[src/rtl/enc_mon_pkg.sv]
package enc_mon_pkg;

    typedef enum logic {HS_MOVING, HS_HELD} hold_st_e;

    typedef enum logic {TS_ARMED, TS_TRIPPED} trip_st_e;

    typedef struct packed {
        logic ovs;
        logic mov;
        logic dis;
        logic enc;
    } trip_flags_t;

    // quadrature phase pair mapped to a 0..3 ring index
    function automatic logic [1:0] quad_index(input logic a, input logic b);
        return {a, a ^ b};
    endfunction

endpackage

[src/rtl/quad_decoder.sv]
module quad_decoder
    import enc_mon_pkg::*;
#(
    parameter int CNT_W = 24
) (
    input  logic                    clk,
    input  logic                    rst_n,
    input  logic                    ph_a,
    input  logic                    ph_b,
    output logic signed [CNT_W-1:0] pos,
    output logic                    fault
);
    logic       a_m, a_s, b_m, b_s;
    logic       primed;
    logic [1:0] idx_q, idx_now, step;

    always_ff @(posedge clk or negedge rst_n) begin
        if (!rst_n) begin
            a_m <= 1'b0; a_s <= 1'b0;
            b_m <= 1'b0; b_s <= 1'b0;
        end else begin
            a_m <= ph_a; a_s <= a_m;
            b_m <= ph_b; b_s <= b_m;
        end
    end

    always_comb begin
        idx_now = quad_index(a_s, b_s);
        step    = idx_now - idx_q;
    end

    always_ff @(posedge clk or negedge rst_n) begin
        if (!rst_n) begin
            idx_q  <= 2'd0;
            primed <= 1'b0;
            pos    <= '0;
            fault  <= 1'b0;
        end else begin
            idx_q  <= idx_now;
            primed <= 1'b1;
            fault  <= 1'b0;
            if (primed) begin
                unique case (step)
                    2'd1:    pos <= pos + 1'b1;
                    2'd3:    pos <= pos - 1'b1;
                    2'd2:    fault <= 1'b1;
                    default: ;
                endcase
            end
        end
    end

    // position never moves more than one count per clock
    p_single_step_r1: assert property (@(posedge clk) disable iff (!rst_n)
        (pos == $past(pos)) || (pos == $past(pos) + 1'b1) || (pos == $past(pos) - 1'b1));

    // an illegal step does not move the count
    p_fault_no_move_r2: assert property (@(posedge clk) disable iff (!rst_n)
        fault |-> $stable(pos));

endmodule

[src/rtl/window_timer.sv]
module window_timer #(
    parameter int SAMPLE_DIV = 1_250_000
) (
    input  logic clk,
    input  logic rst_n,
    output logic tick
);
    localparam int TW = $clog2(SAMPLE_DIV);
    localparam logic [TW-1:0] LAST = TW'(SAMPLE_DIV - 1);

    logic [TW-1:0] cnt;

    always_ff @(posedge clk or negedge rst_n) begin
        if (!rst_n)         cnt <= '0;
        else if (cnt == LAST) cnt <= '0;
        else                cnt <= cnt + 1'b1;
    end

    assign tick = (cnt == LAST);

endmodule

[src/rtl/speed_calc.sv]
module speed_calc #(
    parameter int CNT_W = 24,
    parameter int SPD_W = 16
) (
    input  logic                    clk,
    input  logic                    rst_n,
    input  logic                    tick,
    input  logic signed [CNT_W-1:0] pos,
    output logic signed [SPD_W-1:0] speed
);
    logic signed [CNT_W-1:0] pos_last, delta;

    assign delta = pos - pos_last;

    always_ff @(posedge clk or negedge rst_n) begin
        if (!rst_n) begin
            pos_last <= '0;
            speed    <= '0;
        end else if (tick) begin
            pos_last <= pos;
            speed    <= delta[SPD_W-1:0];
        end
    end

    // speed moves only at a window boundary
    p_speed_steady_r3: assert property (@(posedge clk) disable iff (!rst_n)
        !tick |=> $stable(speed));

endmodule

[src/rtl/trip_supervisor.sv]
module trip_supervisor
    import enc_mon_pkg::*;
#(
    parameter int CNT_W    = 24,
    parameter int SPD_W    = 16,
    parameter int DISC_RUN = 3
) (
    input  logic                    clk,
    input  logic                    rst_n,
    input  logic                    tick,
    input  logic signed [CNT_W-1:0] pos [2],
    input  logic signed [SPD_W-1:0] spd [2],
    input  logic [1:0]              enc_fault,
    input  logic [SPD_W-1:0]        rated_speed,
    input  logic [SPD_W-1:0]        speed_tol,
    input  logic [CNT_W-1:0]        move_limit,
    input  logic                    hold_req,
    input  logic                    trip_clear,
    output logic                    trip_overspeed,
    output logic                    trip_movement,
    output logic                    trip_discrep,
    output logic                    trip_encoder,
    output logic                    trip_any
);
    localparam int MUL_W = SPD_W + 8;
    localparam int DW    = SPD_W + 2;
    localparam int RW    = $clog2(DISC_RUN + 1);

    hold_st_e    hs, hs_nx;
    trip_st_e    ts, ts_nx;
    trip_flags_t flags, sets;

    logic                    samp_q;
    logic                    os_now;
    logic [RW-1:0]           disc_cnt;
    logic signed [CNT_W-1:0] ref_q [2];

    logic [SPD_W:0]   sext [2];
    logic [SPD_W:0]   smag [2];
    logic [CNT_W-1:0] pd   [2];
    logic [CNT_W:0]   pext [2];
    logic [CNT_W:0]   pmag [2];
    logic [1:0]       os_hit, far;
    logic [MUL_W-1:0] os_lim;
    logic [DW-1:0]    sdiff, dmag;
    logic             over, mv_raw, clr_ok, any_set;

    // magnitudes and compares
    always_comb begin
        os_lim = MUL_W'(rated_speed) * MUL_W'(115);
        for (int i = 0; i < 2; i++) begin
            sext[i]   = {spd[i][SPD_W-1], spd[i]};
            smag[i]   = sext[i][SPD_W] ? (~sext[i] + 1'b1) : sext[i];
            os_hit[i] = (MUL_W'(smag[i]) * MUL_W'(100)) > os_lim;
            pd[i]     = pos[i] - ref_q[i];
            pext[i]   = {pd[i][CNT_W-1], pd[i]};
            pmag[i]   = pext[i][CNT_W] ? (~pext[i] + 1'b1) : pext[i];
            far[i]    = pmag[i] > {1'b0, move_limit};
        end
        sdiff  = {{2{spd[0][SPD_W-1]}}, spd[0]} - {{2{spd[1][SPD_W-1]}}, spd[1]};
        dmag   = sdiff[DW-1] ? (~sdiff + 1'b1) : sdiff;
        over   = dmag > DW'(speed_tol);
        mv_raw = (hs == HS_HELD) && (|far);
    end

    always_comb begin
        sets.ovs = samp_q && (|os_hit);
        sets.mov = mv_raw;
        sets.dis = samp_q && over && (disc_cnt >= RW'(DISC_RUN - 1));
        sets.enc = |enc_fault;
        any_set  = |sets;
        clr_ok   = trip_clear && !os_now && !mv_raw && (disc_cnt == '0) && !(|enc_fault);
    end

    // hold machine: next state
    always_comb begin
        unique case (hs)
            HS_MOVING: hs_nx = hold_req ? HS_HELD : HS_MOVING;
            HS_HELD:   hs_nx = hold_req ? HS_HELD : HS_MOVING;
        endcase
    end

    // trip machine: next state
    always_comb begin
        unique case (ts)
            TS_ARMED:   ts_nx = any_set ? TS_TRIPPED : TS_ARMED;
            TS_TRIPPED: ts_nx = (clr_ok && !any_set) ? TS_ARMED : TS_TRIPPED;
        endcase
    end

    // state registers
    always_ff @(posedge clk or negedge rst_n) begin
        if (!rst_n) begin
            hs <= HS_MOVING;
            ts <= TS_ARMED;
        end else begin
            hs <= hs_nx;
            ts <= ts_nx;
        end
    end

    // reference capture and sample bookkeeping
    always_ff @(posedge clk or negedge rst_n) begin
        if (!rst_n) begin
            ref_q[0] <= '0;
            ref_q[1] <= '0;
            samp_q   <= 1'b0;
            os_now   <= 1'b0;
            disc_cnt <= '0;
        end else begin
            samp_q <= tick;
            if (hs == HS_MOVING && hold_req) begin
                ref_q[0] <= pos[0];
                ref_q[1] <= pos[1];
            end
            if (samp_q) begin
                os_now <= |os_hit;
                if (!over)                          disc_cnt <= '0;
                else if (disc_cnt != RW'(DISC_RUN)) disc_cnt <= disc_cnt + 1'b1;
            end
        end
    end

    // outputs: latched flags
    always_ff @(posedge clk or negedge rst_n) begin
        if (!rst_n)                                flags <= '0;
        else if (ts == TS_TRIPPED && ts_nx == TS_ARMED) flags <= '0;
        else                                       flags <= flags | sets;
    end

    assign trip_overspeed = flags.ovs;
    assign trip_movement  = flags.mov;
    assign trip_discrep   = flags.dis;
    assign trip_encoder   = flags.enc;
    assign trip_any       = (ts == TS_TRIPPED);

    // machine state and flag set agree
    p_any_flags_r7: assert property (@(posedge clk) disable iff (!rst_n)
        trip_any == (|flags));

    // overspeed stays latched without a clear request
    p_latch_ovs_r7: assert property (@(posedge clk) disable iff (!rst_n)
        (trip_overspeed && !trip_clear) |=> trip_overspeed);

    // trips only drop after a clear request
    p_clear_guard_r8: assert property (@(posedge clk) disable iff (!rst_n)
        $fell(trip_any) |-> $past(trip_clear));

    // reference frozen while held
    p_ref_frozen_r5: assert property (@(posedge clk) disable iff (!rst_n)
        (hs == HS_HELD && $past(hs) == HS_HELD) |-> ($stable(ref_q[0]) && $stable(ref_q[1])));

    // movement trip only raised from the held state
    p_move_held_r5: assert property (@(posedge clk) disable iff (!rst_n)
        $rose(trip_movement) |-> $past(hs) == HS_HELD);

    // discrepancy needs a full run of mismatched windows
    p_disc_run_r6: assert property (@(posedge clk) disable iff (!rst_n)
        $rose(trip_discrep) |-> $past(disc_cnt) >= RW'(DISC_RUN - 1));

endmodule

[src/rtl/enc_motion_monitor.sv]
module enc_motion_monitor
    import enc_mon_pkg::*;
#(
    parameter int CNT_W      = 24,
    parameter int SPD_W      = 16,
    parameter int SAMPLE_DIV = 1_250_000,
    parameter int DISC_RUN   = 3
) (
    input  logic                    clk,
    input  logic                    rst_n,
    input  logic [1:0]              enc_a,
    input  logic [1:0]              enc_b,
    input  logic [SPD_W-1:0]        rated_speed,
    input  logic [SPD_W-1:0]        speed_tol,
    input  logic [CNT_W-1:0]        move_limit,
    input  logic                    hold_req,
    input  logic                    trip_clear,
    output logic signed [CNT_W-1:0] pos0,
    output logic signed [CNT_W-1:0] pos1,
    output logic signed [SPD_W-1:0] speed0,
    output logic signed [SPD_W-1:0] speed1,
    output logic                    trip_overspeed,
    output logic                    trip_movement,
    output logic                    trip_discrep,
    output logic                    trip_encoder,
    output logic                    trip_any
);
    logic                    tick;
    logic signed [CNT_W-1:0] pos_w [2];
    logic signed [SPD_W-1:0] spd_w [2];
    logic [1:0]              flt_w;

    window_timer #(.SAMPLE_DIV(SAMPLE_DIV)) u_timer (
        .clk  (clk),
        .rst_n(rst_n),
        .tick (tick)
    );

    for (genvar ch = 0; ch < 2; ch++) begin : g_chan
        quad_decoder #(.CNT_W(CNT_W)) u_dec (
            .clk  (clk),
            .rst_n(rst_n),
            .ph_a (enc_a[ch]),
            .ph_b (enc_b[ch]),
            .pos  (pos_w[ch]),
            .fault(flt_w[ch])
        );
        speed_calc #(.CNT_W(CNT_W), .SPD_W(SPD_W)) u_spd (
            .clk  (clk),
            .rst_n(rst_n),
            .tick (tick),
            .pos  (pos_w[ch]),
            .speed(spd_w[ch])
        );
    end

    trip_supervisor #(.CNT_W(CNT_W), .SPD_W(SPD_W), .DISC_RUN(DISC_RUN)) u_sup (
        .clk           (clk),
        .rst_n         (rst_n),
        .tick          (tick),
        .pos           (pos_w),
        .spd           (spd_w),
        .enc_fault     (flt_w),
        .rated_speed   (rated_speed),
        .speed_tol     (speed_tol),
        .move_limit    (move_limit),
        .hold_req      (hold_req),
        .trip_clear    (trip_clear),
        .trip_overspeed(trip_overspeed),
        .trip_movement (trip_movement),
        .trip_discrep  (trip_discrep),
        .trip_encoder  (trip_encoder),
        .trip_any      (trip_any)
    );

    assign pos0   = pos_w[0];
    assign pos1   = pos_w[1];
    assign speed0 = spd_w[0];
    assign speed1 = spd_w[1];

endmodule

[config.mk]
export PLATFORM = sky130hd
export DESIGN_NAME = enc_motion_monitor
export DESIGN_NICKNAME = d
export VERILOG_FILES = /design/src/rtl/enc_mon_pkg.sv /design/src/rtl/quad_decoder.sv /design/src/rtl/window_timer.sv /design/src/rtl/speed_calc.sv /design/src/rtl/trip_supervisor.sv /design/src/rtl/enc_motion_monitor.sv
export SDC_FILE = /design/constraint.sdc
export NUM_CORES = 1
export LEC_CHECK = 0
export CAP_MARGIN = 15
export CELL_PAD_IN_SITES_DETAIL_PLACEMENT = 0
export CELL_PAD_IN_SITES_GLOBAL_PLACEMENT = 1
export CORE_MARGIN = 3
export CORE_UTILIZATION = 35
export CTS_BUF_LIST = sky130_fd_sc_hd__clkbuf_4 sky130_fd_sc_hd__clkbuf_8
export CTS_CLUSTER_DIAMETER = 30
export DETAILED_ROUTE_END_ITERATION = 7
export PLACE_DENSITY = 0.71
export SETUP_SLACK_MARGIN = 0.05
export SYNTH_ARGS = -nofsm -noshare
export SYNTH_HDL_FRONTEND = slang
export SYNTH_SLANG_ARGS = --single-unit
[constraint.sdc]
create_clock -name clk -period 9.4 [get_ports clk]
set_clock_uncertainty 0.15 [all_clocks]
set_input_delay 1.88 -clock clk [delete_from_list [all_inputs] [get_ports clk]]
set_output_delay 1.88 -clock clk [all_outputs]
set_load 0.01 [all_outputs]
==> impl_metrics.ini <==
[grt]
grt_max_degree = 105
antenna_found_initial = 0
grt.overflow.total = 0
first_global_vias = 20300
grt_pass1_wl_um = 106000
grt_use_total_pct = 17.4

[place]
dp_hpwl_um = 51900
routabilityCongestion = 0.842
dp_slack_ps = 365
io_buffers = 148
place_area_mm2 = 0.0271
dp.cells = 3994

[flow_run]
maxCapViolations = 0

[timing]
fin_crit_ps = 8400
setup_tns_ps = 0
rsz0062_at_grt = no
fin_ws_ps = 998
fmax_mhz = 119
period_share_pct = 89.4
setup_violations = 0
relSlewSlack_pct = 19.6
worstMarginPinSlew_ps = 1200
final_hold_viol_count = 0
drv_slew = 0

[logic_synthesis]
yosysWarnings = 0
syn_inst = 2957
ys_seq_area_share_pct = 21.0
ys_ff_latch = 206
synth_ff_type = dfrtp_1
synth-edff-count = 0
async_flop_share_pct = 100
ys_types = 86
synth_area_mm2 = 0.0246
syn_avg_cell_area_um2 = 8.31

[drt]
routed_wirelength_um = 63900
post-route-drc-count = 0
drtIter0Drc = 895
wl_per_cell_um = 15.6
vias = 20400
dr.pass1.iters = 5
viasPerCell = 4.99
dr.max_layer_used = met4
wl_met3_um = 2000
detail-route-antenna-nets = 0
dr_wl_met2_um = 30600
routedLengthMet1_um = 30400

[floorplanning]
die_h_um = 271
core.rowCount = 96
die_w_um = 271
initial_core_util_pct = 35.6
io-pin-count = 149
die_area_mm2 = 0.0734
coreArea_mm2 = 0.0691

[worst_setup_path]
slowest_stage = clkdlybuf4s50_1
crit_family = compound AO/OA/AOI/OAI gates
reg2reg_setup_slack_ps = 2080
required_ps = 9700
path_max_fanout = 5
crit_path_max_incr_delay_ps = 560
path_class = input pin to flop
cp-end-kind = flop
r2r_cells = 30
r2r-start = g_chan[1].u_spd.speed[1]$_DFFE_PN0P_
crit_top_cell = a21oi_1
worst_ep_arrival_time_ps = 8700
start_kind = input pin
r2r_end = u_sup.trip_movement$_DFF_PN0_
worst-path-buf-inv = 5

[clock_network]
htreeDepth = 2
clock_latency_ps = 630
clockBufferDepth = 3
clk_pin_slew_worst_paths_ps = 60
cts_tree = done
cts_root_buf = clkbuf_8
cts_setup_buffers = 0
hold_buffers = 0
ctsResizeCount = 0
clkSinkCount = 206
cts_made_buffers = 51

[final_layout]
syn_to_final_growth_pct = 15.1
multiInputGateArea_mm2 = 0.0177
fin_nets = 3669
layout.cells.non_filler = 4084
n_antenna_cell = 0
fillerInstances = 7051
drive_gt1_share_pct = 4.63
final_core_util_pct = 40.9
final_area_mm2 = 0.0283
regArea_mm2 = 0.00515

[hold_path]
worstHoldStart = g_chan[1].u_dec.b_m$_DFF_PN0_
worstHoldEndpoint = g_chan[1].u_dec.b_s$_DFF_PN0_
hold_path_depth = 0
hp-class = flop to flop

[status]
status = finished clean

[pwr]
p_leak_nw = 14.0
vdd_drop_max_v = 0.000367
p_per_area_mw_per_mm2 = 344
final cells by class:
cell class	count	area share (%)
sequential	206	18.2
clock inverter	28	1.29
clock buffer	61	2.90
timing repair buffer	159	5.54
multi-input combinational	2297	62.6
tap	931	4.12
inverter	402	5.34
logic make-up after synthesis:
family	share of synthesized area [%]
DFF	21.0
AOI/OAI and AO/OA	20.0
other	0.0306
adders and majority gates	26.9
and+or+nand+nor	15.4
buffers and inverters	7.11
muxes	0.581
xor gates and xnor gates	8.98
synth_stat cells, types with 57 or more instances:
cell	n	share of area [%]
ha_1	420	21
inv_1	402	6.1
nand2_1	264	4.0
o21ai_0	236	4.8
dfrtp_1	206	21
a21oi_1	158	3.2
nor2_1	157	2.4
xnor2_1	155	5.5
xor2_1	97	3.5
a21o_1	94	2.9
fa_1	68	5.5
nand3_1	57	1.2
placed cells by master (no fill, tap or decap), types with 26 or more instances in the layout:
cell type and instances:
a211oi_1 27, a21o_1 94, a21oi_1 158, clkbuf_8 58
clkdlybuf4s50_1 147, dfrtp_1 206, fa_1 68, ha_1 420
inv_1 402, nand2_1 264, nand2b_1 26, nand3_1 57
nand4_1 32, nor2_1 157, nor2b_1 40, nor3_1 54
nor4_1 26, o21a_1 31, o21ai_0 236, o31ai_1 33
xnor2_1 155, xor2_1 97
report_power, final:
group | internal [mW] | switching [mW]
Clock | 0.777 | 0.471
Sequential | 1.06 | 0.288
Combinational | 3.14 | 3.99
state kept, by name, indices dropped and copies added (netlist names), 4 cells and up:
register               flops
u_sup.ref_q               48
g_chan.u_spd.speed        32
u_timer.cnt               21
g_chan.u_dec.idx_q         4
g_chan.u_spd.pos_last     32
g_chan.u_dec.pos          48
per-layer routing:
layer  track usage (%)  vias to the layer above
met5                 0                        -
met4              3.24                        0
met3              2.50                       52
met2              30.5                      217
met1              22.9                     9450
li1                  -                    10700
worst max path at each step:
stage                         startpoint                             to  cells after the start
after detailed placement  rated_speed[1]  u_sup.trip_movement$_DFF_PN0_                     28
after global routing      rated_speed[1]  u_sup.trip_movement$_DFF_PN0_                     28
after floorplan           rated_speed[5]   u_sup.trip_discrep$_DFF_PN0_                     26
after global placement    rated_speed[1]  u_sup.trip_movement$_DFF_PN0_                     28
final                     rated_speed[1]  u_sup.trip_movement$_DFF_PN0_                     28
after CTS                 rated_speed[1]  u_sup.trip_movement$_DFF_PN0_                     28
stage by stage:
| stage | power, mW | hold slack (ps) |
|---|---|---|
| 5_1_grt | 10.9 | 209 |
| 3_3_place_gp | 8.47 | 183 |
| 4_1_cts | 9.82 | 198 |
| 3_5_place_dp | 8.47 | 186 |
| 6_report | 9.72 | 195 |
| 2_1_floorplan | 6.82 | 181 |
No activity file was read; power rests on OpenSTA's default activity.
